===== config.mk =====
export PLATFORM = sky130hd
export DESIGN_NAME = charge_packet_ctrl
export DESIGN_NICKNAME = d
export VERILOG_FILES = /design/src/rtl/cpc_pkg.sv /design/src/rtl/cpc_pixel.sv /design/src/rtl/cpc_seq.sv /design/src/rtl/cpc_store.sv /design/src/rtl/charge_packet_ctrl.sv
export SDC_FILE = /design/constraint.sdc
export NUM_CORES = 1
export LEC_CHECK = 0
export CELL_PAD_IN_SITES_DETAIL_PLACEMENT = 1
export CELL_PAD_IN_SITES_GLOBAL_PLACEMENT = 2
export CORE_MARGIN = 8
export CORE_UTILIZATION = 43
export DETAILED_ROUTE_END_ITERATION = 16
export DONT_BUFFER_PORTS = 1
export PLACE_DENSITY_LB_ADDON = 0.1
export SLEW_MARGIN = 20
export SYNTH_ARGS = -nofsm -noshare
export SYNTH_HDL_FRONTEND = slang
export SYNTH_SLANG_ARGS = --single-unit

===== constraint.sdc =====
create_clock -name clk_i -period 2.2 [get_ports clk_i]
set_input_delay 0.33 -clock clk_i [delete_from_list [all_inputs] [get_ports clk_i]]
set_output_delay 0.33 -clock clk_i [all_outputs]
set_load 0.03 [all_outputs]

===== src/rtl/cpc_pkg.sv =====
package cpc_pkg;

    typedef enum logic [2:0] {
        SEQ_IDLE   = 3'd0,
        SEQ_WAIT   = 3'd1,
        SEQ_INTEG  = 3'd2,
        SEQ_DRAIN  = 3'd3,
        SEQ_SAMPLE = 3'd4
    } seq_state_e;

endpackage


===== src/rtl/cpc_pixel.sv =====
module cpc_pixel #(
    parameter int CNT_W = 12,
    parameter int RL_W  = 3
) (
    input  logic             clk_i,
    input  logic             rst_ni,
    input  logic             clear_i,
    input  logic             open_i,
    input  logic             comp_i,
    input  logic [RL_W-1:0]  len_i,
    output logic             int_rst_o,
    output logic [CNT_W-1:0] count_o,
    output logic             ovf_o
);

    localparam logic [CNT_W-1:0] CNT_MAX = {CNT_W{1'b1}};
    localparam logic [CNT_W-1:0] CNT_ONE = CNT_W'(1);
    localparam logic [RL_W-1:0]  LEN_ONE = RL_W'(1);

    typedef struct packed {
        logic [CNT_W-1:0] cnt;
        logic             ovf;
        logic [RL_W-1:0]  hold;
        logic             guard;
    } pix_t;

    pix_t            st_d, st_q;
    logic [RL_W-1:0] len_eff;

    always_comb begin
        len_eff = (len_i == '0) ? LEN_ONE : len_i;
        st_d    = st_q;
        if (clear_i) begin
            st_d = '0;
        end else if (st_q.hold != '0) begin
            // reset pulse in progress: decisions are blanked
            st_d.hold  = st_q.hold - LEN_ONE;
            st_d.guard = (st_q.hold == LEN_ONE);
        end else if (st_q.guard) begin
            // settling cycle after the pulse: still blanked
            st_d.guard = 1'b0;
        end else if (open_i && comp_i) begin
            st_d.hold = len_eff;
            if (st_q.cnt == CNT_MAX) begin
                st_d.ovf = 1'b1;
            end else begin
                st_d.cnt = st_q.cnt + CNT_ONE;
            end
        end
    end

    always_ff @(posedge clk_i or negedge rst_ni) begin
        if (!rst_ni) begin
            st_q <= '0;
        end else begin
            st_q <= st_d;
        end
    end

    assign int_rst_o = (st_q.hold != '0);
    assign count_o   = st_q.cnt;
    assign ovf_o     = st_q.ovf;

endmodule


===== src/rtl/cpc_seq.sv =====
module cpc_seq
    import cpc_pkg::*;
(
    input  logic clk_i,
    input  logic rst_ni,
    input  logic frame_start_i,
    input  logic win_i,
    input  logic busy_i,
    output logic open_o,
    output logic clear_o,
    output logic sample_o,
    output logic store_o,
    output logic valid_o
);

    typedef struct packed {
        seq_state_e state;
        logic       valid;
    } seq_t;

    seq_t st_d, st_q;

    always_comb begin
        st_d = st_q;
        if (frame_start_i) begin
            st_d.state = SEQ_WAIT;
            st_d.valid = 1'b0;
        end else begin
            unique case (st_q.state)
                SEQ_WAIT:   if (win_i)   st_d.state = SEQ_INTEG;
                SEQ_INTEG:  if (!win_i)  st_d.state = SEQ_DRAIN;
                SEQ_DRAIN:  if (!busy_i) st_d.state = SEQ_SAMPLE;
                SEQ_SAMPLE: begin
                    st_d.state = SEQ_IDLE;
                    st_d.valid = 1'b1;
                end
                default:    st_d.state = SEQ_IDLE;
            endcase
        end
    end

    always_ff @(posedge clk_i or negedge rst_ni) begin
        if (!rst_ni) begin
            st_q <= '{state: SEQ_IDLE, valid: 1'b0};
        end else begin
            st_q <= st_d;
        end
    end

    assign open_o   = win_i && ((st_q.state == SEQ_WAIT) || (st_q.state == SEQ_INTEG));
    assign clear_o  = frame_start_i;
    assign sample_o = (st_q.state == SEQ_SAMPLE);
    assign store_o  = (st_q.state == SEQ_SAMPLE) && !frame_start_i;
    assign valid_o  = st_q.valid;

endmodule


===== src/rtl/cpc_store.sv =====
module cpc_store #(
    parameter int NPIX  = 4,
    parameter int CNT_W = 12,
    parameter int AW    = 2
) (
    input  logic                  clk_i,
    input  logic                  rst_ni,
    input  logic                  wr_i,
    input  logic [NPIX*CNT_W-1:0] cnt_i,
    input  logic [NPIX-1:0]       ovf_i,
    input  logic [AW-1:0]         rd_addr_i,
    output logic [CNT_W-1:0]      rd_count_o,
    output logic                  rd_ovf_o
);

    typedef struct packed {
        logic             ovf;
        logic [CNT_W-1:0] cnt;
    } word_t;

    word_t mem_d [NPIX];
    word_t mem_q [NPIX];
    word_t rd_word;

    always_comb begin
        for (int p = 0; p < NPIX; p++) begin
            mem_d[p] = mem_q[p];
            if (wr_i) begin
                mem_d[p] = '{ovf: ovf_i[p], cnt: cnt_i[p*CNT_W +: CNT_W]};
            end
        end
    end

    always_ff @(posedge clk_i or negedge rst_ni) begin
        if (!rst_ni) begin
            for (int p = 0; p < NPIX; p++) begin
                mem_q[p] <= '0;
            end
        end else begin
            for (int p = 0; p < NPIX; p++) begin
                mem_q[p] <= mem_d[p];
            end
        end
    end

    always_comb begin
        rd_word = '0;
        if (int'(rd_addr_i) < NPIX) begin
            rd_word = mem_q[rd_addr_i];
        end
    end

    assign rd_count_o = rd_word.cnt;
    assign rd_ovf_o   = rd_word.ovf;

endmodule


===== src/rtl/charge_packet_ctrl.sv =====
module charge_packet_ctrl #(
    parameter int  NPIX  = 4,
    parameter int  CNT_W = 12,
    parameter int  RL_W  = 3,
    localparam int AW    = (NPIX > 1) ? $clog2(NPIX) : 1
) (
    input  logic             clk_i,
    input  logic             rst_ni,
    input  logic             frame_start_i,
    input  logic             win_i,
    input  logic [RL_W-1:0]  rst_len_i,
    input  logic [NPIX-1:0]  comp_i,
    output logic [NPIX-1:0]  int_rst_o,
    output logic             sample_o,
    output logic             valid_o,
    input  logic [AW-1:0]    rd_addr_i,
    output logic [CNT_W-1:0] rd_count_o,
    output logic             rd_ovf_o
);

    logic                  open;
    logic                  clear;
    logic                  store;
    logic                  busy;
    logic [NPIX*CNT_W-1:0] cnt_flat;
    logic [NPIX-1:0]       ovf_vec;

    assign busy = |int_rst_o;

    cpc_seq u_seq (
        .clk_i         (clk_i),
        .rst_ni        (rst_ni),
        .frame_start_i (frame_start_i),
        .win_i         (win_i),
        .busy_i        (busy),
        .open_o        (open),
        .clear_o       (clear),
        .sample_o      (sample_o),
        .store_o       (store),
        .valid_o       (valid_o)
    );

    for (genvar g = 0; g < NPIX; g++) begin : g_pix
        cpc_pixel #(
            .CNT_W (CNT_W),
            .RL_W  (RL_W)
        ) u_pix (
            .clk_i     (clk_i),
            .rst_ni    (rst_ni),
            .clear_i   (clear),
            .open_i    (open),
            .comp_i    (comp_i[g]),
            .len_i     (rst_len_i),
            .int_rst_o (int_rst_o[g]),
            .count_o   (cnt_flat[g*CNT_W +: CNT_W]),
            .ovf_o     (ovf_vec[g])
        );
    end

    cpc_store #(
        .NPIX  (NPIX),
        .CNT_W (CNT_W),
        .AW    (AW)
    ) u_store (
        .clk_i      (clk_i),
        .rst_ni     (rst_ni),
        .wr_i       (store),
        .cnt_i      (cnt_flat),
        .ovf_i      (ovf_vec),
        .rd_addr_i  (rd_addr_i),
        .rd_count_o (rd_count_o),
        .rd_ovf_o   (rd_ovf_o)
    );

endmodule


==> results.cfg, run 1 <==
[worst_setup_path]
cp-start-kind = register
crit_path_end_kind = primary output
cp_data_required_time_ns = 1.87
cp.arrival_ns = 1.79
rr_worst_depth = 7
critical_path_class = register to primary output
crit_path_max_fanout = 6

[floorplanning]
initial_core_util_pct = 43.6
core_um2 = 15000
pin_count = 32
die_h_um = 140
chipWidth_um = 140
placement_rows = 45
die-area_um2 = 19500

[sta]
setup_ws_ns = 0.0765
rsz0062_at_grt = true
maxSlewViolCount = 0
period_needed_ns = 2.12
setup_viol = 0
max_clock_freq_mhz = 471
max-slew-margin-rel_pct = 57.8
hold_viol_final = 124
worst_pin_slew_ns = 0.628
skew_ns = 0.00723
fin_crit_sh_pct = 96.5
holdWs_ns = -0.394

[layout]
final_cell_area_um2 = 7510
seq_area_um2 = 3100
area_growth_syn_to_layout_pct = 14.4
num_antenna_cells = 0
layout.nets = 628
multi_input_area_um2 = 3220
drive_above_1_share_pct = 25.3
final_cell_mix = dfrtp_1 (124), mux2_2 (62), a21oi_1 (39)
fillCellCount = 1598
final_common_cell = dfrtp_1

[yosys]
yosys_warnings = 0
synth_top_family_by_area = simple AND/OR/NAND/NOR gates
synthFlopType = dfrtp_1
yosys.area_share.simple_pct = 18.7
postSynth.asyncResetShare_pct = 100
synth_mux_area_share_pct = 15.3
synthAdderAreaFrac_pct = 3.05
synth_cell_types = 54
synth_xor_area_share_pct = 0.515
synth_compound_area_share_pct = 10.6
netlist_area_um2 = 6560
synthCells = 593
synth_area_per_cell_um2 = 11.1
ys_seq_area_share_pct = 47.3
synth_edf_count = 0
synthesis.nets = 622
synth.ff_latch_count = 124

[clock_tree]
cts.sinks = 124
postCtsSetupBuffers = 0
h-tree-depth = 4
clock_latency_ns = 0.42
ctsRootBufferMaster = clkbuf_16
cts_tree = built
cts_buffers = 17
clockBufferDepth = 2
holdBufCountCts = 1
path_clk_slew_ns = 0.06

[run_status]
outcome = finished, violations left
violations = hold timing

[global_routing]
use_met3_pct = 4.86
grt_max_degree = 125
grt.met1_usage_pct = 25.1
overflow = 0
grt_pass1_vias = 5137
grt_pass1_wl_mm = 29.1
gr-usage-met2_pct = 30.8
busiest_layer = met2
grtUsageTotal_pct = 19.1
antenna_found_initial = 0

[pwr]
ir_drop_mv = 0.591
power.leakage_nw = 3.16
power.density_nw_per_um2 = 905

[placed_design]
place.port_buffers = 0
dp_slack_ns = -0.0104
placed_area_um2 = 6790
gp_congestion = 0.749
dp_hpwl_mm = 12.0

[route]
drt-vias-per-instance = 6.11
first_pass_iters = 4
routed_wl_mm = 17.5
postRouteAntennaNets = 0
dr_total_vias = 4890
drtIter0Drc = 246
wl_per_cell_um = 21.9
drc = 0

[job]
cap_violations = 0

[worst_hold_path]
min_path_type = primary input to asynchronous set/reset pin
==> routing by layer <==
layer,up-vias,part of all wire (%)
met3,13,2.5
met1,2588,48
met5,-,0
met4,0,0.74
met2,41,49
li1,2248,-
==> repair_timing <==
| item | in CTS | in global routing |
|---|---|---|
| setup endpoints to repair | 1 | 11 |
| gates resized for setup | 1 | 8 |
| hold endpoints to repair | 180 | 124 |
==> sequential cells by signal, summed over array words and instances (netlist names) <==
signal / count
g_pix.u_pix.count_o: 48
g_pix.u_pix.st_q: 16
u_seq.st_q: 3
u_store.mem_q: 52
g_pix.u_pix.ovf_o: 4
u_seq.valid_o: 1
==> worst paths after layout <==
check	from	endpoint	slack, ns
max in group asynchronous	rst_ni	g_pix[2].u_pix.st_q[0]$_DFF_PN0_	2.35
min in group clk_i	frame_start_i	u_seq.st_q[1]$_DFFE_PN0P_	0.08
max	g_pix[1].u_pix.st_q[1]$_DFFE_PN0P_	int_rst_o[1]	0.08
max reg2reg	g_pix[3].u_pix.st_q[1]$_DFFE_PN0P_	g_pix[3].u_pix.count_o[5]$_DFFE_PN0P_	0.10
min	rst_ni	g_pix[0].u_pix.count_o[9]$_DFFE_PN0P_	-0.39
min reg2reg	g_pix[3].u_pix.st_q[3]$_DFFE_PN0P_	g_pix[3].u_pix.st_q[0]$_DFF_PN0_	0.47
==> synth_stat cells (all sizes together), types with 3 or more instances <==
cell,count,share of area [%]
a311oi,7,0.93
nor2,26,1.5
ha,16,3.1
and3,8,0.76
buf,27,2.6
nor2b,15,1.4
inv,23,1.3
clkbuf,12,0.69
and4,5,0.67
nor3,10,0.76
nor4,15,1.6
a211oi,5,0.57
mux4,13,4.5
nand3,27,2.3
nand4,13,1.3
or4,23,2.6
a31oi,4,0.38
mux2,62,11
and4bb,4,0.76
nor4b,5,0.67
a21oi,39,3.0
o21ai,17,1.3
nand2,28,1.6
dfrtp,124,47
o31ai,23,2.6
o41ai,5,0.67
or3,6,0.57
and2,3,0.29
nand3b,6,0.69
==> final cells by class <==
type,instances,area share (%)
clock inverters,12,2.23
inverters,23,1.15
clock buffers,20,6.22
flip-flops and latches,124,41.3
well taps,188,3.13
repair buffers,26,3.08
multi-input cells,407,42.9
==> metrics by stage <==
stage          setup TNS [ns]  total power, mW  util [%]  cells
6_report                    0             6.79      49.9    800
5_1_grt               -0.0343             7.12      49.9    800
4_1_cts                     0             6.85      49.6    800
3_5_place_dp          -0.0104             3.78      45.2    767
3_3_place_gp                0             3.72      45.2    767
2_1_floorplan               0             3.48         -    593
==> report_power, final <==
part	internal, mW	switching [mW]	total [mW]
sequential	2.41	0.0919	2.50
combinational	0.502	0.789	1.29
clock	1.97	1.03	3.00
==> worst max-delay path, cell delays in order, from the launching register on <==
cell	delay (ns)
dfrtp_1	0.35
inv_1	0.09
ha_1	0.22
nor2b_1	0.15
buf_4	0.16
inv_1	0.40
==> cell families after synthesis <==
group                      count (synthesis)
xor gates and xnor gates                   3
DFF                                      124
muxes                                     76
adders and majority gates                 16
and+or+nand+nor                          203
AOI/OAI and AO/OA                        109
buffers and inverters                     62
No activity file was read; power rests on OpenSTA's default activity.
==> run 2: changes to the inputs <==
--- a/config.mk
+++ b/config.mk
@@ -11,6 +11,7 @@
 export CORE_UTILIZATION = 43
 export DETAILED_ROUTE_END_ITERATION = 16
 export DONT_BUFFER_PORTS = 1
+export MAX_ROUTING_LAYER = met4
 export PLACE_DENSITY_LB_ADDON = 0.1
 export SLEW_MARGIN = 20
 export SYNTH_ARGS = -nofsm -noshare
==> results.cfg, run 2 (synthesis results as in run 1) <==
[clock_tree]
postCtsSetupBuffers = 0
cts_buffers = 17
cts_tree = built
path_clk_slew_ns = 0.06
ctsRootBufferMaster = clkbuf_16
h-tree-depth = 4
clockBufferDepth = 2
cts.sinks = 124
clock_latency_ns = 0.43
holdBufCountCts = 1

[global_routing]
grt.met1_usage_pct = 25.1
grt_pass1_vias = 5129
overflow = 0
use_met3_pct = 4.79
grtUsageTotal_pct = 19.6
gr-usage-met2_pct = 30.8
antenna_found_initial = 0
grt_pass1_wl_mm = 29.1
busiest_layer = met2
grt_max_degree = 125

[floorplanning]
core_um2 = 15000
chipWidth_um = 140
die-area_um2 = 19500
pin_count = 32
initial_core_util_pct = 43.6
placement_rows = 45
die_h_um = 140

[pwr]
power_frac_comb_pct = 19.0
internal_power_mw = 4.88
switching_share_pct = 28.2
power.leakage_nw = 3.16
ir_drop_mv = 0.590
p_clk_share_pct = 44.2
share_seq_of_total_power_pct = 36.8
total_power_mw = 6.80
p_sw_mw = 1.92
power.density_nw_per_um2 = 906

[layout]
drive_above_1_share_pct = 25.3
fillCellCount = 1598
final_cell_mix = dfrtp_1 (124), mux2_2 (62), a21oi_1 (39)
regMostFlops = u_store.mem_q
largest_reg_flops = 52
num_antenna_cells = 0
final_common_cell = dfrtp_1
layout.nets = 628
area_growth_syn_to_layout_pct = 14.4

[route]
routed_wl_mm = 17.5
drtIter0Drc = 192
drt-vias-per-instance = 6.14
drc = 0
wl_per_cell_um = 21.9
first_pass_iters = 4
dr_total_vias = 4909
postRouteAntennaNets = 0

[sta]
holdWs_ns = -0.401
max_clock_freq_mhz = 470
period_needed_ns = 2.13
rsz0062_at_grt = true
setup_ws_ns = 0.0737
skew_ns = 0.0105
setup_viol = 0
max-slew-margin-rel_pct = 58.4
hold_viol_final = 124
fin_crit_sh_pct = 96.7
maxSlewViolCount = 0
worst_pin_slew_ns = 0.618

[worst_setup_path]
cp-start-kind = register
slowest_delay_ns = 0.40
r2r-start = g_pix[3].u_pix.st_q[1]$_DFFE_PN0P_
cp_num_buf_inv = 3
cp.depth = 5
crit_path_end_kind = primary output
critical_path_class = register to primary output
r2r_end = g_pix[3].u_pix.count_o[5]$_DFFE_PN0P_
crit_path_max_fanout = 6
crit_top_cell = inv_1
rrSetupSlack_ns = 0.10
cp_data_required_time_ns = 1.87
cp.arrival_ns = 1.80
cp_cell_sequence = inv_1 > ha_1 > nor2b_1 > buf_4 > inv_1
cp_slowest_cell = inv_1
rr_worst_depth = 7
cp_top_family = buffers and inverters

[placed_design]
place.port_buffers = 0
dp_slack_ns = -0.0104
dp_hpwl_mm = 12.0
gp_congestion = 0.759

[job]
cap_violations = 0

[worst_hold_path]
min_path_type = primary input to asynchronous set/reset pin

[run_status]
outcome = finished, violations left
violations = hold timing
-- run 2: cell counts in the layout (fill, tap and decap cells not counted) --
No cell type changed its count.
-- run 2: repair_timing --
action,in CTS,in global routing
endpoints found under the hold margin,180,124
setup endpoints to repair,1,11
resized for setup,1,8
-- run 2: per-layer routing --
| metal | vias to the layer above | share of wire (%) |
|---|---|---|
| li1 | 2248 | - |
| met1 | 2601 | 48 |
| met2 | 47 | 49 |
| met3 | 13 | 2.7 |
| met4 | 0 | 0.80 |
| met5 | - | 0 |
-- run 2: stage by stage --
stage	instance area (µm²)	instances	utilization (%)	TNS (ns)
finish	7510	800	49.9	0
global route	7510	800	49.9	-0.0341
CTS	7460	800	49.6	0
detailed placement	6790	767	45.2	-0.0104
global placement	6790	767	45.2	0
floorplan	6570	593	-	0
-- run 2: area by class of cell --
class                   instances  area [µm²]  share of cell area (%)
clock buffers                  20         467                    6.22
clock inverters                12         168                    2.23
inverters                      23        86.3                    1.15
multi-input cells             407        3220                    42.9
flip-flops and latches        124        3100                    41.3
well taps                     188         235                    3.13
repair buffers                 26         231                    3.08
-- run 2: how the worst max path moves through the flow --
stage               slack, ns                                from                                     to
floorplan                0.18           u_seq.st_q[2]$_DFFE_PN0P_           u_store.mem_q[0]$_DFFE_PN0P_
global placement         0.02  g_pix[1].u_pix.st_q[1]$_DFFE_PN0P_  g_pix[1].u_pix.count_o[1]$_DFFE_PN0P_
detailed placement      -0.01  g_pix[1].u_pix.st_q[1]$_DFFE_PN0P_  g_pix[1].u_pix.count_o[1]$_DFFE_PN0P_
CTS                      0.06  g_pix[1].u_pix.st_q[1]$_DFFE_PN0P_  g_pix[1].u_pix.count_o[1]$_DFFE_PN0P_
global route            -0.02  g_pix[1].u_pix.st_q[1]$_DFFE_PN0P_  g_pix[1].u_pix.count_o[1]$_DFFE_PN0P_
finish                   0.07  g_pix[1].u_pix.st_q[1]$_DFFE_PN0P_                           int_rst_o[1]
-- run 2: worst reg2reg max path, delay by kind of cell (launching register included) --
kind,cells,cell delay (ns)
and+or+nand+nor,2,0.84
adders and majority gates,2,0.43
DFF,1,0.40
buffers and inverters,2,0.19
AOI/OAI and AO/OA,1,0.16
-- run 2: power groups by stage --
stage	Combinational (mW)	Sequential [mW]	Clock [mW]
4_1_cts	1.28	2.50	3.07
6_report	1.29	2.50	3.01
2_1_floorplan	0.973	2.51	0
5_1_grt	1.43	2.52	3.17
3_5_place_dp	1.24	2.54	0
3_3_place_gp	1.19	2.53	0
